$ cat src/rtl/duty_pwm_pkg.sv
package duty_pwm_pkg;

   // Level in counter steps that corresponds to a percentage of full scale.
   function automatic int unsigned pct_level(int unsigned width, int unsigned pct);
      return (pct * (32'd1 << width)) / 100;
   endfunction

endpackage

$ cat src/rtl/duty_pwm_counter.sv
module duty_pwm_counter #(
   parameter int unsigned CNT_W = 12
) (
   input  logic             clk,
   input  logic             rst,
   input  logic             en,
   output logic [CNT_W-1:0] count,
   output logic             at_zero
);

   localparam logic [CNT_W-1:0] TOP_VAL = {CNT_W{1'b1}};

   always_ff @(posedge clk) begin
      if (rst || !en) count <= '0;
      else            count <= count + 1'b1;
   end

   assign at_zero = (count == '0);

   // terminal value is followed by zero
   a_r1_wrap: assert property (@(posedge clk) disable iff (rst)
      (en && count == TOP_VAL) |=> (count == '0));

   // single step otherwise
   a_r1_step: assert property (@(posedge clk) disable iff (rst)
      (en && count != TOP_VAL) |=> (count == CNT_W'($past(count) + 1'b1)));

endmodule

$ cat src/rtl/duty_pwm_clamp.sv
module duty_pwm_clamp #(
   parameter int unsigned      CNT_W  = 12,
   parameter logic [CNT_W-1:0] LO_V   = '0,
   parameter logic [CNT_W-1:0] HI_V   = '1,
   parameter bit               USE_LO = 1'b0,
   parameter bit               USE_HI = 1'b1
) (
   input  logic [CNT_W-1:0] raw,
   output logic [CNT_W-1:0] limited
);

   logic [CNT_W-1:0] floor_stage;

   generate
      if (USE_LO) begin : g_lo
         assign floor_stage = (raw < LO_V) ? LO_V : raw;
      end else begin : g_no_lo
         assign floor_stage = raw;
      end

      if (USE_HI) begin : g_hi
         assign limited = (floor_stage > HI_V) ? HI_V : floor_stage;
      end else begin : g_no_hi
         assign limited = floor_stage;
      end
   endgenerate

endmodule

$ cat src/rtl/duty_pwm_latch.sv
module duty_pwm_latch #(
   parameter int unsigned      CNT_W  = 12,
   parameter logic [CNT_W-1:0] LO_V   = '0,
   parameter logic [CNT_W-1:0] HI_V   = '1,
   parameter bit               USE_LO = 1'b0,
   parameter bit               USE_HI = 1'b1
) (
   input  logic             clk,
   input  logic             rst,
   input  logic             en,
   input  logic             at_zero,
   input  logic [CNT_W-1:0] limited,
   output logic [CNT_W-1:0] duty_eff
);

   logic [CNT_W-1:0] duty_q;

   always_ff @(posedge clk) begin
      if (rst)                 duty_q <= '0;
      else if (en && at_zero)  duty_q <= limited;
   end

   // At the boundary the fresh command is compared directly; later the held copy.
   assign duty_eff = at_zero ? limited : duty_q;

   // held value cannot move away from the period boundary
   a_r3_hold_mid_period: assert property (@(posedge clk) disable iff (rst)
      !at_zero |=> $stable(duty_q));

   generate
      if (USE_LO) begin : g_chk_lo
         // latched duty never under the floor
         a_r4_above_floor: assert property (@(posedge clk) disable iff (rst)
            (en && at_zero) |=> (duty_q >= LO_V));
      end
      if (USE_HI) begin : g_chk_hi
         // latched duty never over the ceiling
         a_r5_below_ceiling: assert property (@(posedge clk) disable iff (rst)
            (en && at_zero) |=> (duty_q <= HI_V));
      end
   endgenerate

endmodule

$ cat src/rtl/duty_pwm.sv
module duty_pwm #(
   parameter int unsigned CNT_W   = 12,
   parameter int unsigned MIN_PCT = 0,
   parameter int unsigned MAX_PCT = 95
) (
   input  logic             clk,
   input  logic             rst,
   input  logic             enable,
   input  logic [CNT_W-1:0] duty_cmd,
   output logic             pwm_out,
   output logic [CNT_W-1:0] count
);

   import duty_pwm_pkg::*;

   localparam int unsigned FULL_SCALE = 32'd1 << CNT_W;
   localparam int unsigned LO_INT     = pct_level(CNT_W, MIN_PCT);
   localparam int unsigned HI_INT     = pct_level(CNT_W, MAX_PCT);
   localparam int unsigned HI_CAP     = (HI_INT > FULL_SCALE - 1) ? FULL_SCALE - 1 : HI_INT;
   localparam bit          USE_LO     = (MIN_PCT > 0);
   localparam bit          USE_HI     = (MAX_PCT < 100);
   localparam logic [CNT_W-1:0] LO_V  = CNT_W'(LO_INT);
   localparam logic [CNT_W-1:0] HI_V  = CNT_W'(HI_CAP);

   generate
      if (CNT_W < 2 || CNT_W > 24) begin : g_bad_width
         $error("duty_pwm: CNT_W must lie in 2..24");
      end
      if (MAX_PCT > 100) begin : g_bad_max
         $error("duty_pwm: MAX_PCT above 100");
      end
      if (MIN_PCT > MAX_PCT) begin : g_bad_order
         $error("duty_pwm: MIN_PCT exceeds MAX_PCT");
      end
   endgenerate

   logic             at_zero;
   logic [CNT_W-1:0] limited;
   logic [CNT_W-1:0] duty_eff;

   duty_pwm_counter #(.CNT_W(CNT_W)) u_counter (
      .clk     (clk),
      .rst     (rst),
      .en      (enable),
      .count   (count),
      .at_zero (at_zero)
   );

   duty_pwm_clamp #(
      .CNT_W(CNT_W), .LO_V(LO_V), .HI_V(HI_V), .USE_LO(USE_LO), .USE_HI(USE_HI)
   ) u_clamp (
      .raw     (duty_cmd),
      .limited (limited)
   );

   duty_pwm_latch #(
      .CNT_W(CNT_W), .LO_V(LO_V), .HI_V(HI_V), .USE_LO(USE_LO), .USE_HI(USE_HI)
   ) u_latch (
      .clk      (clk),
      .rst      (rst),
      .en       (enable),
      .at_zero  (at_zero),
      .limited  (limited),
      .duty_eff (duty_eff)
   );

   always_ff @(posedge clk) begin
      if (rst) pwm_out <= 1'b0;
      else     pwm_out <= enable && (count < duty_eff);
   end

   // idle state one clock after enable is low
   a_r7_idle_when_off: assert property (@(posedge clk) disable iff (rst)
      !enable |=> (!pwm_out && count == '0));

   // reset clears output and counter
   a_r9_reset_clears: assert property (@(posedge clk)
      rst |=> (!pwm_out && count == '0));

endmodule

$ cat config.mk
export PLATFORM = sky130hd
export DESIGN_NAME = duty_pwm
export DESIGN_NICKNAME = d
export VERILOG_FILES = /design/src/rtl/duty_pwm_pkg.sv /design/src/rtl/duty_pwm_counter.sv /design/src/rtl/duty_pwm_clamp.sv /design/src/rtl/duty_pwm_latch.sv /design/src/rtl/duty_pwm.sv
export SDC_FILE = /design/constraint.sdc
export NUM_CORES = 1
export LEC_CHECK = 0
export BUFFER_PORTS_ARGS = -buffer_cell sky130_fd_sc_hd__buf_4
export CAP_MARGIN = 20
export CORE_MARGIN = 2
export CORE_UTILIZATION = 50
export CTS_CLUSTER_DIAMETER = 50
export DETAILED_ROUTE_END_ITERATION = 8
export MAX_ROUTING_LAYER = met4
export PLACE_DENSITY_LB_ADDON = 0.2
export SYNTH_ARGS = -nofsm -noshare
export SYNTH_HDL_FRONTEND = slang
export SYNTH_HIERARCHICAL = 1
export SYNTH_SLANG_ARGS = --single-unit
$ cat constraint.sdc
create_clock -name clk -period 2.6 [get_ports clk]
set_input_delay 0.13 -clock clk [delete_from_list [all_inputs] [get_ports clk]]
set_output_delay 0.13 -clock clk [all_outputs]
set_load 0.01 [all_outputs]
==> results of run 1 <==
==> worst register-to-register path: stages, from the launching register on <==
cell and delay, ns:
dfxtp_2 0.34, inv_1 0.05, ha_2 0.15, nor4b_4 0.17, nand2_1 0.12, nor4_4 0.26
buf_6 0.18, buf_4 0.12, mux2_2 0.33, inv_1 0.07, ha_1 0.23, nand4_1 0.12
o21ai_1 0.09, a211oi_1 0.21
==> kinds of logic (layout without fill, tap and decap cells) <==
family / Yosys count / after routing / synth area share [%]
compound gates: 56 / 56 / 25.1
simple gates: 51 / 51 / 17.8
buf+inv: 27 / 69 / 7.85
flops: 25 / 25 / 29.9
fa+ha+maj: 13 / 13 / 9.72
mux: 12 / 12 / 8.08
xor+xnor: 3 / 3 / 1.57
==> layout make-up <==
| type | count | area, sq um |
|---|---|---|
| Clock buffer | 3 | 22.5 |
| Clock inverter | 1 | 5.00 |
| Fill cell | 267 | 1150 |
| Inverter | 15 | 56.3 |
| Multi-Input combinational cell | 135 | 1110 |
| Sequential cell | 25 | 502 |
| Tap cell | 46 | 57.6 |
| Timing Repair Buffer | 50 | 388 |
==> per-stage QoR <==
stage | setup WS (ns) | setup TNS (ns) | util [%] | power, W | area (sq um)
floorplan | 0.0761 | 0 | - | 0.000533 | 1670
global route | -0.0323 | -0.0323 | 65.1 | 0.000834 | 2140
CTS | 0.0174 | 0 | 60.1 | 0.000751 | 1970
finish | 0.0994 | 0 | 65.1 | 0.000790 | 2140
global placement | 0.136 | 0 | 59.3 | 0.000570 | 1950
detailed placement | 0.0434 | 0 | 59.3 | 0.000577 | 1950
==> sequential cells by signal, summed over array words and instances (netlist names) <==
| signal | cells |
|---|---|
| pwm_out | 1 |
| u_latch/duty_q | 12 |
| u_counter/count | 12 |
==> power by group <==
part	internal (W)	switching [W]
Clock	0.0000576	0.000123
Sequential	0.000397	0.00000648
Combinational	0.000112	0.0000931
Total	0.000567	0.000223
==> layer usage <==
metal	vias up	track usage (%)	share of wire (%)
met4	0	5.78	0.51
met3	2	3.11	3.4
met1	719	26.0	47
li1	766	-	-
met5	-	-	0
met2	29	33.1	50
==> worst paths after layout <==
kind | from | endpoint | slack [ns] | depth (start not counted)
setup reg to reg | u_counter/count[1] | pwm_out | 0.1 | 13
hold / removal | rst | u_latch/duty_q[10] | 0.05 | 2
hold reg to reg | u_counter/count[0] | u_counter/count[0] | 0.57 | 2
setup / recovery | u_counter/count[1] | pwm_out | 0.1 | 13
==> repair_timing <==
item                                    4_1_cts  5_1_grt
buffers inserted                              0       11
gates resized for setup                       0       16
hold buffers                                  0        0
endpoints found under the setup margin        0        1
==> placed cells by master, fill, tap and decap left out, types with 3 or more instances in the layout <==
| cell type | count |
|---|---|
| inv_1 | 14 |
| nand3_1 | 16 |
| nand4_1 | 4 |
| mux2_2 | 12 |
| a21oi_2 | 3 |
| nand2_1 | 5 |
| a21oi_1 | 18 |
| o31ai_1 | 4 |
| buf_4 | 46 |
| clkbuf_4 | 3 |
| ha_1 | 10 |
| and2_1 | 4 |
| nor2_1 | 4 |
| a21bo_1 | 11 |
| or4_1 | 4 |
| dfxtp_1 | 24 |
| nor3_1 | 3 |
==> impl_metrics.ini, run 1 <==
[outcome]
status = finished clean

[final_layout]
diodes = 0
instances_no_fill = 275
nets = 258
area_growth_pct = 27.7
final_layout_size_suffix_gt1_share_pct = 37.1

[yosys]
synth_ff_type = dfxtp_1
netlist_instances = 187
synth_seq_cells = 25
synthDominantCellAreaShare_pct = 29.9
synth_cell_types = 43
synth_edf_count = 0
yosysSeqAreaShare_pct = 29.9
synth-async-reset-ratio_pct = 0
yosysMostFrequentCell = dfxtp_1
ys_warn_count = 6
synth_area_leaders = dfxtp_1 30%, ha_1 9.7%, mux2_2 8.1%, a21bo_1 6.6%, a21oi_1 6.0%
synth_area_sq_um = 1670
synth_commonest_cells = 25 x dfxtp_1, 20 x a21oi_1, 16 x nand3_1
synth_nets = 215
syn_avg_cell_area_sq_um = 8.95
yosysTopAreaCell = dfxtp_1

[setup_path]
path_buf_inv = 4
end_kind = flip-flop
slowest_stage = dfxtp_2
crit_arrival_ns = 2.76
critPathLaunchType = flip-flop
criticalPathCategory = reg -> reg
max_stage_delay_ns = 0.34
crit_top_cell = inv_1
cp_cell_sequence = inv_1 -> ha_2 -> nor4b_4 -> nand2_1 -> nor4_4 -> buf_6 -> buf_4 -> mux2_2 -> inv_1 -> ha_1 -> nand4_1 -> o21ai_1 -> a211oi_1
crit_required_ns = 2.86
worst-path-max-fanout = 6
cp_top_family = simple AND/OR/NAND/NOR gates

[routing]
wl_per_cell_microns = 14.2
vias = 1516
drtAntennaViolNets = 0
dr.first_iter.drc_count = 47
viasPerCell = 5.51
drtPass1Iterations = 4
wl_microns = 3910
drt_drc_violations_left = 0

[global_route]
grt_usage_pct = 20.3
grt_antenna_before_repair = 0
grt_pass1_vias = 1314
grt-ovfl-total = 0
grt_max_degree = 28
grt_pass1_wl_microns = 5690

[flow_run]
maxCapViolCount = 0

[power]
p_leak_nw = 0.901
pwr_density_cell_nw_per_um2 = 370
ir_worst_vdd_mv = 0.221

[clock_tree]
clock-sinks = 25
clk_pin_slew_worst_paths_ns = 0.15
cts_tree = built
htreeDepth = 1
cts-buffers-inserted = 3
cts_root_buf = clkbuf_4
clk_latency_ns = 0.33
cts_buffer_depth = 2

[floorplanning]
core_sq_um = 3280
die_y_microns = 61.8
ios = 28
num_rows = 21
initial_core_util_pct = 50.9
die_w_microns = 61.8
die_area_sq_um = 3820

[sta]
min_period_ns = 2.50
worst_pin_slew_ns = 0.385
max_freq_mhz = 400
finalClockSkew_ns = 0.0159
finalMaxSlewViolations = 0
max-slew-margin-rel_pct = 74.3
final.period_utilization_pct = 96.2
setup_viol = 0
hold_viol_final = 0
timing.hold.ws_ns = 0.0549

[placed_design]
gp_congestion = 0.854
portBuffers = 27
dp_hpwl_microns = 2740
post-place-cells = 259

[min_path]
min_path_type = in -> reg
Note: power is estimated with default switching activity, not from simulation.
==> run 2: changes to the inputs <==
CELL_PAD_IN_SITES_DETAIL_PLACEMENT = 1   (was unset)
CELL_PAD_IN_SITES_GLOBAL_PLACEMENT = 1   (was unset)
CORE_UTILIZATION = 38   (was 50)
==> run 2 against run 1 <==
Against the previous run:
- routed wire length up 20%
- count of clock-buffer cells in the layout unchanged
- clock skew down 0.013 ns
- non-clock buffer count down 8
- total power up 7.4%
- largest cell class unchanged
- die area up 29%
- largest power group unchanged
- via count up 0.33%
- hold slack better by 0.077 ns
==> impl_metrics.ini, run 2 (synthesis gave the netlist of run 1 again) <==
[outcome]
status = finished clean

[clock_tree]
cts-buffers-inserted = 3
clock-sinks = 25
cts_tree = built
cts_root_buf = clkbuf_8
cts_buffer_depth = 2
clk_pin_slew_worst_paths_ns = 0.09
clk_latency_ns = 0.28
htreeDepth = 1

[setup_path]
end_kind = flip-flop
path_buf_inv = 3
critPathLaunchType = flip-flop
cp_cell_sequence = inv_1 -> ha_1 -> nor4b_4 -> nand2_1 -> nor4_4 -> buf_4 -> mux2_2 -> inv_1 -> ha_4 -> a21oi_2 -> o211ai_1 -> a211oi_2
r2r_slack_ns = 0.04
criticalPathCategory = reg -> reg
slowest_stage = nor4_4
max_stage_delay_ns = 0.33
crit_top_cell = inv_1
crit_arrival_ns = 2.77
reg2reg_depth = 12
crit_required_ns = 2.80
worst-path-max-fanout = 4
cp_top_family = simple AND/OR/NAND/NOR gates
worst-path-stages = 12

[floorplanning]
initial_core_util_pct = 39.0
die_y_microns = 70.4
die_w_microns = 70.4
ios = 28
die_area_sq_um = 4950
num_rows = 24
core_sq_um = 4290

[final_layout]
final_layout_size_suffix_gt1_share_pct = 37.1
final_common_cell = buf_4
reg.largest.list = u_counter/count: 12 flops, u_latch/duty_q: 12 flops, pwm_out: 1 flops
area_growth_pct = 27.4
final_cell_mix = 41 x buf_4, 24 x dfxtp_1, 18 x a21oi_1, 16 x nand3_1, 12 x inv_1
nets = 250
diodes = 0
instances_no_fill = 273

[global_route]
grt-ovfl-total = 0
grt_pass1_wl_microns = 7650
grt_pass1_vias = 1588
grt_max_degree = 28
grt_usage_pct = 19.6
grt_antenna_before_repair = 0

[routing]
drtAntennaViolNets = 0
viasPerCell = 5.57
wl_per_cell_microns = 17.2
drtPass1Iterations = 4
dr.first_iter.drc_count = 52
vias = 1521
wl_microns = 4700
drt_drc_violations_left = 0

[power]
ir_worst_vdd_mv = 0.219
p_leak_nw = 0.876
pwr_density_cell_nw_per_um2 = 398

[min_path]
hold_depth = 3
min_path_type = in -> reg

[sta]
finalMaxSlewViolations = 0
min_period_ns = 2.56
max-slew-margin-rel_pct = 73.5
finalClockSkew_ns = 0.00293
worst_pin_slew_ns = 0.398
setup_viol = 0
hold_viol_final = 0
final.period_utilization_pct = 98.5
max_freq_mhz = 390
layout_setup_ws_ns = 0.0389

[placed_design]
post-place-cells = 266
portBuffers = 27
dp_hpwl_microns = 3320
place_ws_ns = 0.0267
gp_congestion = 0.806

[flow_run]
maxCapViolCount = 0
## run 2: changes by cell type in the layout (fill, tap and decap cells not counted), sizes merged
cell	delta
buf	-7
clkbuf	-1
## run 2: tightest hold or removal path, stage by stage
cell and delay [ns]:
buf_4 0.12, nand3_1 0.06, a21oi_1 0.05
## run 2: cell type report
class | count | area [sq um]
fillers | 516 | 2160
repair buffers | 42 | 319
flip-flops and latches | 25 | 502
clock buffers | 3 | 41.3
well taps | 52 | 65.1
inverters | 15 | 56.3
clock inverters | 1 | 5.00
multi-input cells | 135 | 1140
## run 2: timing repair
| action | in CTS | in global routing |
|---|---|---|
| gates resized for setup | 1 | 21 |
| endpoints found under the setup margin | 1 | 1 |
| hold buffers | 0 | 0 |
| cloned | 0 | 2 |
| pin swaps | 0 | 6 |
| setup buffers | 0 | 1 |
## run 2: worst paths after layout
| path | endpoint | from |
|---|---|---|
| min | u_latch/duty_q[8] | duty_cmd[8] |
| max | pwm_out | u_counter/count[0] |
| min reg2reg | u_counter/count[0] | u_counter/count[0] |
| max reg2reg | pwm_out | u_counter/count[0] |
## run 2: layer usage
layer	part of all wire (%)	vias up	global-route usage, %
met5	0	-	-
met4	1.2	0	4.70
met3	2.9	6	2.89
met2	52	28	32.4
met1	44	743	25.2
li1	-	744	-
## run 2: power breakdown
group          switching, W  internal, W
logic             0.0000996     0.000101
clock network      0.000137     0.000108
registers        0.00000646     0.000397
total              0.000243     0.000606
## run 2: through the flow
step | power, W | utilization, % | TNS, ns | hold slack [ns] | cell area [sq um]
after global placement | 0.000574 | 45.7 | 0 | 0.417 | 1960
after CTS | 0.000831 | 46.9 | 0 | 0.122 | 2010
after global routing | 0.000892 | 49.6 | -0.126 | 0.138 | 2130
after floorplan | 0.000533 | - | 0 | 0.199 | 1670
after detailed placement | 0.000585 | 45.7 | 0 | 0.425 | 1960
final | 0.000848 | 49.6 | 0 | 0.132 | 2130
